$ cat src/rtl/irq_nest_pkg.sv
package irq_nest_pkg;
  localparam int LVL_W = 2;
  localparam int NLVL  = 1 << LVL_W;

  typedef logic [LVL_W-1:0] lvl_t;

  // Index of the highest set bit in an in-service set; zero when empty.
  function automatic lvl_t top_level(input logic [NLVL-1:0] set);
    lvl_t r;
    r = '0;
    for (int k = 0; k < NLVL; k++) begin
      if (set[k]) r = lvl_t'(k);
    end
    return r;
  endfunction
endpackage

$ cat src/rtl/irq_cfg_regs.sv
module irq_cfg_regs
  import irq_nest_pkg::*;
#(
  parameter int NSRC = 12,
  parameter int BANK_W = 8
) (
  input  logic            clk,
  input  logic            rst_n,
  input  logic            wr,
  input  logic [2:0]      addr,
  input  logic [7:0]      wdata,
  output logic [NSRC-1:0] en,
  output logic            glob,
  output lvl_t            lvl [NSRC]
);
  localparam int GLOB_BIT = 7;
  localparam logic [2:0] A_EN = 3'd0;
  localparam logic [2:0] A_PL = 3'd2;
  localparam logic [2:0] A_PH = 3'd4;

  logic [NSRC-1:0] plo, phi;

  genvar i;
  generate
    for (i = 0; i < NSRC; i++) begin : g_src
      localparam logic [2:0] BK = 3'(i / BANK_W);
      localparam int         BT = i % BANK_W;
      always_ff @(posedge clk) begin
        if (!rst_n) begin
          en[i]  <= 1'b0;
          plo[i] <= 1'b0;
          phi[i] <= 1'b0;
        end else if (wr) begin
          if (addr == A_EN + BK) en[i]  <= wdata[BT];
          if (addr == A_PL + BK) plo[i] <= wdata[BT];
          if (addr == A_PH + BK) phi[i] <= wdata[BT];
        end
      end
      assign lvl[i] = {phi[i], plo[i]};
    end
  endgenerate

  always_ff @(posedge clk) begin
    if (!rst_n)                            glob <= 1'b0;
    else if (wr && addr == A_EN + 3'd1)    glob <= wdata[GLOB_BIT];
  end
endmodule

$ cat src/rtl/irq_arbiter.sv
module irq_arbiter
  import irq_nest_pkg::*;
#(
  parameter int NSRC = 12,
  parameter int VW = $clog2(NSRC)
) (
  input  logic [NSRC-1:0] pend,
  input  logic [NSRC-1:0] en,
  input  logic            glob,
  input  lvl_t            lvl [NSRC],
  input  logic            busy,
  input  lvl_t            cur,
  output logic            win_any,
  output logic [VW-1:0]   win_idx,
  output lvl_t            win_lvl
);
  logic [NSRC-1:0] elig;

  genvar i;
  generate
    for (i = 0; i < NSRC; i++) begin : g_elig
      assign elig[i] = glob && en[i] && pend[i] && (!busy || lvl[i] > cur);
    end
  endgenerate

  // Ascending scan with strict compare: higher level wins, ties keep lowest index.
  always_comb begin
    win_any = 1'b0;
    win_idx = '0;
    win_lvl = '0;
    for (int s = 0; s < NSRC; s++) begin
      if (elig[s] && (!win_any || lvl[s] > win_lvl)) begin
        win_any = 1'b1;
        win_idx = VW'(s);
        win_lvl = lvl[s];
      end
    end
  end
endmodule

$ cat src/rtl/irq_inservice.sv
module irq_inservice
  import irq_nest_pkg::*;
(
  input  logic            clk,
  input  logic            rst_n,
  input  logic            push,
  input  lvl_t            push_lvl,
  input  logic            pop,
  output logic [NLVL-1:0] set_q,
  output logic            busy,
  output lvl_t            cur
);
  logic [NLVL-1:0] nxt;

  always_comb begin
    nxt = set_q;
    if (pop && busy) nxt[cur] = 1'b0;
    if (push)        nxt[push_lvl] = 1'b1;
  end

  always_ff @(posedge clk) begin
    if (!rst_n) set_q <= '0;
    else        set_q <= nxt;
  end

  assign busy = |set_q;
  assign cur  = top_level(set_q);
endmodule

$ cat src/rtl/irq_nest_ctrl.sv
module irq_nest_ctrl
  import irq_nest_pkg::*;
#(
  parameter int NSRC = 12,
  parameter int VW = $clog2(NSRC)
) (
  input  logic            clk,
  input  logic            rst_n,
  input  logic            cfg_wr,
  input  logic [2:0]      cfg_addr,
  input  logic [7:0]      cfg_wdata,
  input  logic [NSRC-1:0] irq_pend,
  input  logic            instr_bnd,
  output logic            irq_valid,
  input  logic            irq_ready,
  output logic [VW-1:0]   irq_vector,
  output logic [LVL_W-1:0] irq_level,
  input  logic            reti,
  output logic            run_active,
  output logic [LVL_W-1:0] run_level
);
  logic [NSRC-1:0] en;
  logic            glob_en;
  lvl_t            lvl [NSRC];
  logic            win_any;
  logic [VW-1:0]   win_idx;
  lvl_t            win_lvl;
  logic [NLVL-1:0] isr_vec;
  logic            busy;
  lvl_t            cur;
  logic            hs;

  irq_cfg_regs #(.NSRC(NSRC)) u_cfg (
    .clk(clk), .rst_n(rst_n), .wr(cfg_wr), .addr(cfg_addr), .wdata(cfg_wdata),
    .en(en), .glob(glob_en), .lvl(lvl)
  );

  irq_arbiter #(.NSRC(NSRC), .VW(VW)) u_arb (
    .pend(irq_pend), .en(en), .glob(glob_en), .lvl(lvl), .busy(busy), .cur(cur),
    .win_any(win_any), .win_idx(win_idx), .win_lvl(win_lvl)
  );

  assign hs = irq_valid && irq_ready;

  irq_inservice u_isr (
    .clk(clk), .rst_n(rst_n), .push(hs), .push_lvl(irq_level), .pop(reti),
    .set_q(isr_vec), .busy(busy), .cur(cur)
  );

  always_ff @(posedge clk) begin
    if (!rst_n) begin
      irq_valid  <= 1'b0;
      irq_vector <= '0;
      irq_level  <= '0;
    end else if (hs) begin
      irq_valid  <= 1'b0;
    end else if (!irq_valid && instr_bnd && win_any) begin
      irq_valid  <= 1'b1;
      irq_vector <= win_idx;
      irq_level  <= win_lvl;
    end
  end

  assign run_active = busy;
  assign run_level  = cur;
endmodule

$ cat config.mk
export PLATFORM = sky130hd
export DESIGN_NAME = irq_nest_ctrl
export DESIGN_NICKNAME = d
export VERILOG_FILES = /design/src/rtl/irq_nest_pkg.sv /design/src/rtl/irq_cfg_regs.sv /design/src/rtl/irq_arbiter.sv /design/src/rtl/irq_inservice.sv /design/src/rtl/irq_nest_ctrl.sv
export SDC_FILE = /design/constraint.sdc
export NUM_CORES = 1
export LEC_CHECK = 0
export BUFFER_PORTS_ARGS = -buffer_cell sky130_fd_sc_hd__buf_2
export CAP_MARGIN = 25
export CORE_AREA = 2 2 101 103
export CTS_BUF_LIST = sky130_fd_sc_hd__clkbuf_4
export CTS_CLUSTER_DIAMETER = 30
export CTS_CLUSTER_SIZE = 25
export DETAILED_ROUTE_END_ITERATION = 10
export DIE_AREA = 0 0 103 105
export PLACE_DENSITY = 0.58
export SLEW_MARGIN = 20
export SYNTH_ARGS = -nofsm -noshare
export SYNTH_HDL_FRONTEND = slang
export SYNTH_HIERARCHICAL = 1
export SYNTH_SLANG_ARGS = --single-unit
$ cat constraint.sdc
create_clock -name clk -period 18 [get_ports clk]
set_input_delay 0.9 -clock clk [delete_from_list [all_inputs] [get_ports clk]]
set_output_delay 0.9 -clock clk [all_outputs]
set_load 0.01 [all_outputs]
After elaboration in Yosys (flattened, before gate mapping)
Index checks and enable logic that the tools add are counted.

word-level totals
  bits of input ports = 29
  logic and storage cells = 222
  bits in latches = 0
  memory bits (writable) = 0
  output and inout port bits = 10
  memories kept = 0
  flip-flop bits (word level) = 48
  ROM bits = 0

operators by class
  multiply operators = 0
  mux-type cells = 44
  equal/unequal tests = 5
  reductions and logical operators = 100
  shifts and indexed selects = 0
  add/sub/neg operators = 0
  magnitude comparators = 27
  bitwise gates (word level) = 5
  divide/modulo/power cells = 0

operator list
  cell                count
  $logic_and 1x1->1   54
  $gt 2x2->1          23
  $mux 2              16
  $mux 4              6
  $logic_or 1x1->1    23
  $mux 1              16
  $reduce_and 2->1    7
  $logic_not 1->1     13
  $mux 3              4
  $eq 3x2->1 const B  2
  $eq 3x3->1 const B  2
  $lt 2x3->1 const B  2
  $and 4x4->4         1
  $demux 1 s2         2
  $ge 2x1->1 const B  2
  $not 4->4           1
  $or 4x4->4          1
  $reduce_or 4->1     1
  $eq 3x1->1 const B  1
  $logic_not 3->1     1
  $not 1->1           2
  $reduce_or 2->1     1

Logic depth before layout (Yosys ltp)
Gate-level depths: netlist of the first run.

  depth after elaboration = 53
  mapped depth = 85
  gate-level depth less buffers = 84

Hierarchy
Netlist of the first run, hierarchy kept.

by module, submodules not included
  module         cells an instance  sequential area each (um^2)  times used  area an instance (um^2)
  irq_arbiter    256                0.0                          1           1885.6
  irq_cfg_regs   134                740.7                        1           1401.3
  irq_nest_ctrl  31                 140.1                        1           294.0
  irq_inservice  21                 80.1                         1           193.9

Worst setup path before layout of the first run
No wires, ideal clock.

  path kind = reg-to-reg
  start = reg u_isr.set_q[3]
  end = reg irq_level[0]
  arrival time = 13933 ps
  path buffers = 2
  period minus slack after synthesis = 14005 ps
  path slack = 3995 ps
  data required time = 17928 ps
  setup time = 72 ps
  cell stages (with the launch flop) = 80
  cells stage by stage = dfxtp_1 -> or2_4 -> or3_2 -> buf_6 -> nor2b_2 -> a211oi_4 -> nand2_1 -> ha_1 -> nor2b_1 -> o21ai_0 -> a21oi_2 -> a21oi_1 -> ha_1 -> nor2b_1 -> o21ai_0 -> o21ai_2 -> a221oi_2 -> o21bai_1 -> [... 44 more ...] -> inv_1 -> a21oi_1 -> a21oi_1 -> o21ai_1 -> mux2i_1 -> ha_1 -> a21oi_1 -> a21oi_1 -> o21ai_1 -> mux2_2 -> ha_1 -> a21oi_1 -> a21oi_1 -> o21ai_1 -> mux2i_1 -> a21boi_1 -> nand2_1 -> mux2i_1

on the way
  elaborated cells between the ends (all ways) = 109
  those cells by class = 23 x order compare; 25 x mux; 61 x reduce/logical

RTL lines
  item                                           RTL line             RTL
  start, declared                                irq_inservice.sv:9   output logic [NLVL-1:0] set_q,
  start signal, assigned                         irq_inservice.sv:23  else set_q <= nxt;
  $mux 2 *                                       irq_nest_pkg.sv:12   if (set[k]) r = lvl_t'(k);
  via run_level[1]                               irq_nest_ctrl.sv:20  output logic [LVL_W-1:0] run_level
  $gt 2x2->1                                     irq_arbiter.sv:22    assign elig[i] = glob && en[i] && pend[i] && (!busy || lvl[i] > cur);
  $logic_or 1x1->1                               irq_arbiter.sv:22
  $logic_and 1x1->1                              irq_arbiter.sv:22
  $mux 2 or $mux 1 (tied branches)               irq_arbiter.sv:32    if (elig[s] && (!win_any || lvl[s] > win_lvl)) begin
  $gt 2x2->1 or $logic_not 1->1 (tied branches)  irq_arbiter.sv:32
  $logic_or 1x1->1                               irq_arbiter.sv:32
  [... 35 more ...]                              n/a
  $logic_or 1x1->1                               irq_arbiter.sv:32
  $logic_and 1x1->1                              irq_arbiter.sv:32
  $mux 2 or $mux 1 (tied branches)               irq_arbiter.sv:32
  $gt 2x2->1 or $logic_not 1->1 (tied branches)  irq_arbiter.sv:32
  $logic_or 1x1->1                               irq_arbiter.sv:32
  $logic_and 1x1->1                              irq_arbiter.sv:32
  $mux 2 *                                       irq_arbiter.sv:32
  via win_lvl[0]                                 irq_nest_ctrl.sv:27  lvl_t win_lvl;
  end signal, assigned                           irq_nest_ctrl.sv:60  irq_level <= win_lvl;
  end, declared                                  irq_nest_ctrl.sv:17  output logic [LVL_W-1:0] irq_level,

The timed path passes the listed nets; every way through them passes the cells marked *.
A chain may end at the register's enable or synchronous reset.

Final worst setup path of the first run
  start = reg u_isr.set_q[3]
  end = reg irq_vector[2]

on the way
  elaborated cells between the ends (all ways) = 116
  those cells by class = 23 x order compare; 32 x mux; 61 x reduce/logical

RTL lines
  item                                           RTL line                                 RTL
  $mux 2 or $reduce_or 4->1 (tied branches)      irq_nest_pkg.sv:12, irq_inservice.sv:26
  $gt 2x2->1 or $logic_not 1->1 (tied branches)  irq_arbiter.sv:22
  $logic_or 1x1->1                               irq_arbiter.sv:22
  $logic_and 1x1->1                              irq_arbiter.sv:22
  $mux 2 or $mux 1 (tied branches)               irq_arbiter.sv:32
  $gt 2x2->1 or $logic_not 1->1 (tied branches)  irq_arbiter.sv:32
  $logic_or 1x1->1                               irq_arbiter.sv:32
  $logic_and 1x1->1                              irq_arbiter.sv:32
  [... 34 more ...]                              n/a
  $logic_or 1x1->1                               irq_arbiter.sv:32
  $logic_and 1x1->1                              irq_arbiter.sv:32
  $mux 2 or $mux 1 (tied branches)               irq_arbiter.sv:32
  $gt 2x2->1 or $logic_not 1->1 (tied branches)  irq_arbiter.sv:32
  $logic_or 1x1->1                               irq_arbiter.sv:32
  $logic_and 1x1->1                              irq_arbiter.sv:32
  $mux 4 *                                       irq_arbiter.sv:32
  via win_idx[2]                                 irq_nest_ctrl.sv:26                      logic [VW-1:0] win_idx;
  end signal, assigned                           irq_nest_ctrl.sv:59                      irq_vector <= win_idx;
  end, declared                                  irq_nest_ctrl.sv:16                      output logic [VW-1:0] irq_vector,

Marked as above.

==> results of run 1 <==
[layout make-up]
type | instances | area (sq um)
sequential | 48 | 960.9
inverter | 25 | 93.84
timing repair buffer | 40 | 205.2
fill | 1026 | 5539
clock inverter | 1 | 3.754
tap | 133 | 166.4
clock buffer | 7 | 52.55
multi-input combinational | 354 | 2618
[cells in the mapped netlist (2+ instances only)]
cell / count / share of area, %
nor2b_2: 2 / 0.46
buf_2: 7 / 0.93
a21oi_1: 19 / 2.5
inv_1: 25 / 2.5
o211a_1: 3 / 0.80
nand4b_1: 3 / 0.70
a32o_1: 2 / 0.53
buf_6: 3 / 0.89
o211ai_1: 3 / 0.60
or2_2: 2 / 0.33
mux2i_1: 46 / 12
o21ai_1: 4 / 0.53
nor2b_1: 21 / 3.5
dfxtp_1: 48 / 25
nand2b_1: 3 / 0.50
nand3b_1: 2 / 0.40
nand2_1: 88 / 8.8
a21boi_0: 3 / 0.60
a211oi_4: 2 / 1.1
nor2_1: 9 / 0.89
a31oi_1: 4 / 0.66
a221oi_2: 2 / 0.80
nand4bb_1: 2 / 0.60
buf_4: 4 / 0.80
o21a_1: 2 / 0.40
o21bai_1: 2 / 0.40
a31o_1: 3 / 0.70
and3_1: 3 / 0.50
a21o_1: 4 / 0.80
o21ai_0: 18 / 2.4
ha_1: 44 / 15
a21oi_2: 2 / 0.46
nand3_1: 16 / 2.1
o21ai_2: 3 / 0.70
[worst max path at each step]
stage / startpoint / to / slack, ns / depth (start not counted)
finish: u_isr/set_q[3]$_SDFF_PN0_ / irq_vector[2]$_SDFFE_PN0P_ / 1.84 / 77
floorplan: u_isr/set_q[3]$_SDFF_PN0_ / irq_level[0]$_SDFFE_PN0P_ / 4.00 / 79
global placement: u_isr/set_q[3]$_SDFF_PN0_ / irq_vector[2]$_SDFFE_PN0P_ / 2.57 / 77
global route: u_isr/set_q[3]$_SDFF_PN0_ / irq_vector[2]$_SDFFE_PN0P_ / 0.49 / 78
CTS: u_isr/set_q[3]$_SDFF_PN0_ / irq_vector[2]$_SDFFE_PN0P_ / 1.91 / 78
detailed placement: u_isr/set_q[3]$_SDFF_PN0_ / irq_vector[2]$_SDFFE_PN0P_ / 2.00 / 78
[cells in the final DEF (no fill, tap or decap), types with 3 or more instances in the layout]
cell and count:
a31o_1 3, o21ai_1 4, o21ai_0 18, a21oi_1 19, ha_1 44, clkbuf_4 7
and3_1 3, a21boi_0 3, o21ai_2 3, mux2i_1 46, nand3_1 16, nand4b_1 3
nand2_1 88, nor2b_1 21, o211a_1 3, dfxtp_1 48, nand2b_1 3, inv_1 25
buf_2 38, a31oi_1 4, o211ai_1 3, nor2_1 9, a21o_1 4
[report_power, final]
part / internal [mW] / leakage (nW) / switching, mW
logic: 0.00737 / 1.43 / 0.0101
registers: 0.108 / 0.388 / 0.00186
clock network: 0.0181 / 0.0338 / 0.0335
[kinds of logic after synthesis]
| logic type | synth area share, % |
|---|---|
| simple gates | 22.54 |
| compound gates | 19.03 |
| mux | 13.19 |
| flops | 25.46 |
| fa+ha+maj | 14.58 |
| buf+inv | 5.204 |
[worst min-delay path: stages (launching register included)]
cell     delay, ns
dfxtp_1       0.33
nand2_1       0.05
mux2i_1       0.05
[flip-flops by register name, summed over array words and instances, names as in the netlist]
name / count
u_cfg/lvl: 24
u_cfg/en: 12
irq_vector: 4
u_isr/set_q: 4
irq_level: 2
irq_valid: 1
u_cfg/glob: 1
[per-layer routing]
metal / global-route usage [%] / part of all wire (%)
met2: 27.64 / 45
met5: 0 / 0
met1: 24.42 / 51
met4: 3.947 / 0.90
met3: 2.074 / 2.3
==> results.json, run 1 <==
{
  "fin_util_pct": 42.54,
  "final-hold-violation-count": 0,
  "synth_ff_type": "dfxtp_1",
  "peakVddDrop_mv": 0.02443,
  "total_power_mw": 0.1789,
  "first_pass_iters": 5,
  "r2r_start": "u_isr/set_q[3]$_SDFF_PN0_",
  "p_leak_nw": 1.850,
  "syn-num-nets": 515,
  "finalSetupTns_ns": 0,
  "ios": 39,
  "ant_nets": 0,
  "die_h_microns": 105,
  "grt_max_degree": 65,
  "maxCapViolCount": 0,
  "pre_cts_ws_ns": 2.005,
  "drt_iter0_drc": 138,
  "grt_pass1_vias": 3169,
  "cts.sinks": 48,
  "worstPathRequired_ns": 18.30,
  "vias": 3171,
  "grt_use_total_pct": 17.23,
  "cts.hold.buffers_added": 0,
  "clock_latency_ns": 0.37,
  "finalWorstSetupSlack_ns": 1.839,
  "powerDensity_nw_per_um2": 43.64,
  "dp_cells": 600,
  "syn_inst": 442,
  "fin_hold_ws_ns": 0.4644,
  "stdcell_count": 608,
  "cts_htree_levels": 2,
  "syn-cell-area_sq_um": 3775,
  "crit_top_cell": "ha_1",
  "layout.nets": 547,
  "syn_to_final_growth_pct": 8.618,
  "cts_resized": 0,
  "status": "finished clean",
  "cp-end-kind": "flop",
  "reg2regPathDepth": 77,
  "wl_microns": 9069,
  "core_area_sq_um": 9639,
  "crit_slowest_cell": "inv_1",
  "fin_skew_ns": 0.01056,
  "ys_seq_area_share_pct": 25.46,
  "fp.dieW_microns": 103,
  "worstSetupPathType": "flop to flop",
  "yosys_warnings": 6,
  "clock_path_buffers": 2,
  "max_stage_delay_ns": 0.45,
  "synth-edff-count": 0,
  "min_to": "u_cfg/en[1]$_SDFFE_PN0P_",
  "rsz0062_at_grt": "false",
  "post_cts_buffers": 0,
  "period_needed_ns": 16.16,
  "synth.distinct_cells": 72,
  "root_buffer": "clkbuf_4",
  "insertedDiodeCount": 0,
  "gp_congestion": 0.8006,
  "min_period_over_period_pct": 89.78,
  "avgSynthCellArea_sq_um": 8.540,
  "max_slew.worst_pin.slew_ns": 0.7581,
  "path_clk_slew_ns": 0.13,
  "drc_errors": 0,
  "slew_violations": 0,
  "die_area_sq_um": 10820,
  "cts_tree": "built",
  "r2r_setup_slack_ns": 1.84,
  "hpwl_microns": 6888,
  "min_path_cells": 2,
  "r2r_end": "irq_vector[2]$_SDFFE_PN0P_",
  "antenna_found_initial": 0,
  "start_util_pct": 39.16,
  "final_layout_size_suffix_gt1_share_pct": 15.79,
  "grt_pass1_wl_microns": 15120,
  "cts_made_buffers": 5,
  "path_max_fanout": 12,
  "min_path_type": "flop to flop",
  "fmax_ghz": 0.06188,
  "hold_path.startpoint": "u_cfg/en[1]$_SDFFE_PN0P_",
  "wire_per_inst_microns": 14.92,
  "rows": 36,
  "cp_data_arrival_time_ns": 16.46,
  "overflow": 0,
  "final_area_sq_um": 4100,
  "slew_headroom_pct": 49.17,
  "postPlaceCellArea_sq_um": 4044,
  "async_flop_share_pct": 0,
  "finalSetupViolCount": 0,
  "io_buffers": 38,
  "viasPerCell": 5.215,
  "start_kind": "flop",
  "critPathBufInv": 3,
  "ys_ff_latch": 48,
  "critPathTopFamily": "compound AO/OA/AOI/OAI gates"
}
Power figures use the tool's default switching activity.
==> inputs of run 2 (changes only) <==
CORE_AREA = 2 2 95 97   (was 2 2 101 103)
DIE_AREA = 0 0 97 99   (was 0 0 103 105)
MAX_ROUTING_LAYER = met4   (was unset)
PLACE_DENSITY = 0.64   (was 0.58)
==> run 2 against run 1 <==
Maximum frequency rose by 1.1%. Routed wire length fell by 3.2%. Count of clock-buffer cells in the layout fell by 1. Utilization rose by 5.3 points. Via count rose by 1.4%. Combinational power barely moved. Global-route usage rose by 2.2 points. Sequential power barely moved. First-iteration DRC count fell by 25%. Clock skew fell by 0.0027 ns. Die area fell by 11%. Final cell count fell by 4.3%. Critical path type unchanged. Largest cell class unchanged. Highest routed layer unchanged.
==> results.json, run 2 (synthesis results as in run 1) <==
{
  "status": "finished clean",
  "maxCapViolCount": 0,
  "total_power_mw": 0.1939,
  "vias": 3215,
  "rows": 34,
  "ant_nets": 0,
  "grt_use_total_pct": 19.44,
  "slew_violations": 0,
  "grt_pass1_vias": 3159,
  "powerDensity_nw_per_um2": 47.36,
  "viasPerCell": 5.524,
  "largest_reg_flops": 24,
  "worstPathRequired_ns": 18.31,
  "slew_headroom_pct": 32.02,
  "post_cts_buffers": 0,
  "clock_latency_ns": 0.37,
  "nFillCells": 862,
  "path_max_fanout": 12,
  "path_clk_slew_ns": 0.14,
  "die_h_microns": 99,
  "final_layout_size_suffix_gt1_share_pct": 15.82,
  "peakVddDrop_mv": 0.02483,
  "cts_made_buffers": 5,
  "die_area_sq_um": 9603,
  "final-hold-violation-count": 0,
  "mostFrequentLayoutCells": "nand2_1 (88), dfxtp_1 (48), mux2i_1 (46)",
  "antenna_found_initial": 0,
  "grt_pass1_wl_microns": 15010,
  "cts_tree": "built",
  "cts.sinks": 48,
  "fin_util_pct": 47.88,
  "cp_data_arrival_time_ns": 16.29,
  "fmax_ghz": 0.06259,
  "drt_iter0_drc": 104,
  "drc_errors": 0,
  "grt_max_degree": 65,
  "postPlaceCellArea_sq_um": 4014,
  "layout.nets": 546,
  "min_period_over_period_pct": 88.77,
  "wire_per_inst_microns": 15.08,
  "stdcell_count": 582,
  "ios": 39,
  "final_area_sq_um": 4094,
  "fin_skew_ns": 0.007913,
  "crit_top_cell": "ha_1",
  "start_util_pct": 44.15,
  "first_pass_iters": 4,
  "max_slew.worst_pin.slew_ns": 1.015,
  "root_buffer": "clkbuf_4",
  "crit_slowest_cell": "a211oi_4",
  "period_needed_ns": 15.98,
  "finalSetupTns_ns": 0,
  "finalSetupViolCount": 0,
  "fp.dieW_microns": 97,
  "worstSetupPathType": "flop to flop",
  "cts.hold.buffers_added": 0,
  "final_common_cell": "nand2_1",
  "cp-end-kind": "flop",
  "max_stage_delay_ns": 0.45,
  "insertedDiodeCount": 0,
  "core_area_sq_um": 8551,
  "cts_htree_levels": 2,
  "rsz0062_at_grt": "false",
  "dp_cells": 574,
  "min_path_type": "flop to flop",
  "syn_to_final_growth_pct": 8.452,
  "p_leak_nw": 1.862,
  "overflow": 0,
  "cts_resized": 0,
  "start_kind": "flop",
  "io_buffers": 38,
  "wl_microns": 8775,
  "hpwl_microns": 6567,
  "gp_congestion": 0.9237,
  "clock_path_buffers": 2
}
run 2: cell type report:
| type | instances | area [sq um] | share of cell area [%] |
|---|---|---|---|
| sequential | 48 | 960.9 | 23.47 |
| tap | 108 | 135.1 | 3.301 |
| timing repair buffer | 39 | 197.7 | 4.829 |
| multi-input combinational | 354 | 2626 | 64.15 |
| clock buffer | 6 | 45.04 | 1.100 |
| inverter | 25 | 93.84 | 2.292 |
| clock inverter | 2 | 35.03 | 0.8557 |
run 2: worst max-delay path: cells and delay by family, from the launching register on:
kind | cells | cell delay, ns
adders and majority gates | 12 | 3.14
muxes | 5 | 1.39
and+or+nand+nor | 19 | 2.62
DFF | 1 | 0.36
AOI/OAI and AO/OA | 39 | 7.86
buffers and inverters | 3 | 0.53
run 2: per-stage QoR:
stage	hold WS (ns)	setup WS, ns
detailed placement	0.4465	2.227
global route	0.4817	0.5423
CTS	0.4672	2.129
floorplan	0.4305	3.995
finish	0.4631	2.022
global placement	0.4380	2.513
run 2: layer usage:
metal | global-route usage [%] | share of wire [%] | up-vias
li1 | - | - | 1645
met1 | 25.84 | 50 | 1523
met4 | 3.575 | 0.50 | 0
met3 | 2.624 | 2.5 | 4
met5 | - | 0 | -
met2 | 32.05 | 47 | 43
run 2: where the power goes:
| group | leakage, nW | switching [mW] | internal (mW) |
|---|---|---|---|
| combinational | 1.43 | 0.0103 | 0.00743 |
| sequential | 0.388 | 0.00182 | 0.108 |
| clock | 0.0456 | 0.0356 | 0.0307 |
| total | 1.86 | 0.0477 | 0.146 |
run 2: final timing paths:
path	from	endpoint	slack, ns	cells past startpoint
min reg2reg	u_cfg/en[1]$_SDFFE_PN0P_	u_cfg/en[1]$_SDFFE_PN0P_	0.46	2
max reg2reg	u_isr/set_q[3]$_SDFF_PN0_	irq_level[0]$_SDFFE_PN0P_	2.02	78
min	u_cfg/en[1]$_SDFFE_PN0P_	u_cfg/en[1]$_SDFFE_PN0P_	0.46	2
max	u_isr/set_q[3]$_SDFF_PN0_	irq_level[0]$_SDFFE_PN0P_	2.02	78
==> inputs of run 3 (changes only) <==
clock period = 15.58 ns   (was 18 ns; I/O delays follow)
==> run 3 against run 2 <==
Combinational power grew 17%. Sequential power grew 15%. Non-clock buffer count grew 12. Global-route usage grew 0.41 points. Maximum frequency grew 10%. Critical path depth grew 1. Sequential cell count is the same. Critical endpoint unchanged. Sequential share of layout area shrank 0.48 points. Count of clock-buffer cells in the layout is the same. Hold slack gained 0.0061 ns. Die area is the same. Worst setup slack lost 0.94 ns.
==> results.json, run 3 (synthesis results as in run 1) <==
{
  "total_power_mw": 0.2080,
  "io_buffers": 38,
  "finalSetupViolCount": 0,
  "viasPerCell": 5.392,
  "clock_latency_ns": 0.36,
  "fin_skew_ns": 0.004405,
  "cp_data_arrival_time_ns": 14.81,
  "vias": 3203,
  "p_leak_nw": 1.891,
  "ant_nets": 0,
  "final_area_sq_um": 4179,
  "wire_per_inst_microns": 15.19,
  "gp_congestion": 0.8690,
  "status": "finished clean",
  "final_common_cell": "nand2_1",
  "root_buffer": "clkbuf_4",
  "path_clk_slew_ns": 0.14,
  "cts_made_buffers": 5,
  "core_area_sq_um": 8551,
  "slew_headroom_pct": 43.05,
  "period_needed_ns": 14.50,
  "peakVddDrop_mv": 0.02854,
  "stdcell_count": 594,
  "clock_path_buffers": 2,
  "first_pass_iters": 4,
  "final-hold-violation-count": 0,
  "drc_errors": 0,
  "wl_microns": 9024,
  "cts_tree": "built",
  "start_util_pct": 44.15,
  "cp-end-kind": "flop",
  "insertedDiodeCount": 0,
  "grt_max_degree": 65,
  "maxCapViolCount": 0,
  "worstPathRequired_ns": 15.89,
  "slew_violations": 0,
  "powerDensity_nw_per_um2": 49.78,
  "rows": 34,
  "antenna_found_initial": 0,
  "grt_use_total_pct": 19.85,
  "crit_start": "u_isr/set_q[3]$_SDFF_PN0_",
  "max_stage_delay_ns": 0.52,
  "grt_pass1_vias": 3174,
  "cts.hold.buffers_added": 0,
  "worstSetupPathType": "flop to flop",
  "hpwl_microns": 6874,
  "fmax_ghz": 0.06896,
  "r2r_start": "u_isr/set_q[3]$_SDFF_PN0_",
  "min_path_type": "flop to flop",
  "hold_path.startpoint": "u_cfg/en[6]$_SDFFE_PN0P_",
  "die_area_sq_um": 9603,
  "grt_pass1_wl_microns": 15240,
  "final_layout_size_suffix_gt1_share_pct": 18.72,
  "syn_to_final_growth_pct": 10.71,
  "crit_top_cell": "ha_1",
  "die_h_microns": 99,
  "largest_reg_flops": 24,
  "cts.sinks": 48,
  "cts_htree_levels": 2,
  "ios": 39,
  "layout.nets": 558,
  "min_period_over_period_pct": 93.07,
  "start_kind": "flop",
  "dp_cells": 582,
  "fp.dieW_microns": 97,
  "max_slew.worst_pin.slew_ns": 0.8494,
  "overflow": 0,
  "crit_slowest_cell": "or3_2",
  "postPlaceCellArea_sq_um": 4065,
  "drt_iter0_drc": 115,
  "mostFrequentLayoutCells": "nand2_1 (88), dfxtp_1 (48), mux2i_1 (45)",
  "path_max_fanout": 7
}
[run 3: cell types whose count changed in the layout (fill, tap and decap cells not counted), sizes merged]
cell      change
buf          +12
bufinv        -1
clkinvlp      +1
[run 3: path summary, 6_finish.rpt]
check,end,slack [ns],cells past startpoint
setup / recovery,irq_level[0]$_SDFFE_PN0P_,1.08,79
hold / removal,u_cfg/en[6]$_SDFFE_PN0P_,0.47,2
setup reg to reg,irq_level[0]$_SDFFE_PN0P_,1.08,79
hold reg to reg,u_cfg/en[6]$_SDFFE_PN0P_,0.47,2
[run 3: layout make-up]
cell class                      count  area [sq um]
Fill cell                         845          4372
Multi-Input combinational cell    354          2645
Sequential cell                    48         960.9
Timing Repair Buffer               51         287.8
Tap cell                          108         135.1
Inverter                           25         93.84
Clock buffer                        6         45.04
Clock inverter                      2         11.26
[run 3: metrics by stage]
stage / TNS (ns) / utilization, % / hold WS, ns / setup slack [ns]
after floorplan: 0 / - / 0.4305 / 1.575
after CTS: 0 / 48.20 / 0.4724 / 0.5506
after global placement: 0 / 47.54 / 0.4398 / 1.083
after detailed placement: 0 / 47.54 / 0.4525 / 0.6570
after global routing: -0.04677 / 48.87 / 0.4924 / -0.03839
final: 0 / 48.87 / 0.4693 / 1.080
[run 3: critical path, delay by kind of cell, from the launching register on]
family,cells,cell delay [ns]
compound gates,39,6.58
simple gates,20,3.02
fa+ha+maj,11,2.85
mux,5,1.27
flops,1,0.36
buf+inv,4,0.36
[run 3: power breakdown]
| group | leakage [nW] | internal (mW) | switching, mW |
|---|---|---|---|
| combinational | 1.47 | 0.00865 | 0.0120 |
| sequential | 0.388 | 0.125 | 0.00188 |
| clock | 0.0293 | 0.0190 | 0.0416 |
[run 3: repair_timing]
item	in CTS	in global routing
setup endpoints to repair	0	6
resized for setup	0	8
endpoints found under the hold margin	0	0
setup buffers	0	4
[run 3: routing by layer]
layer  track usage [%]  share of wire [%]
met1             26.78                 52
met5                 -                  0
met3             1.986                1.8
met2             32.80                 46
met4             3.575               0.61
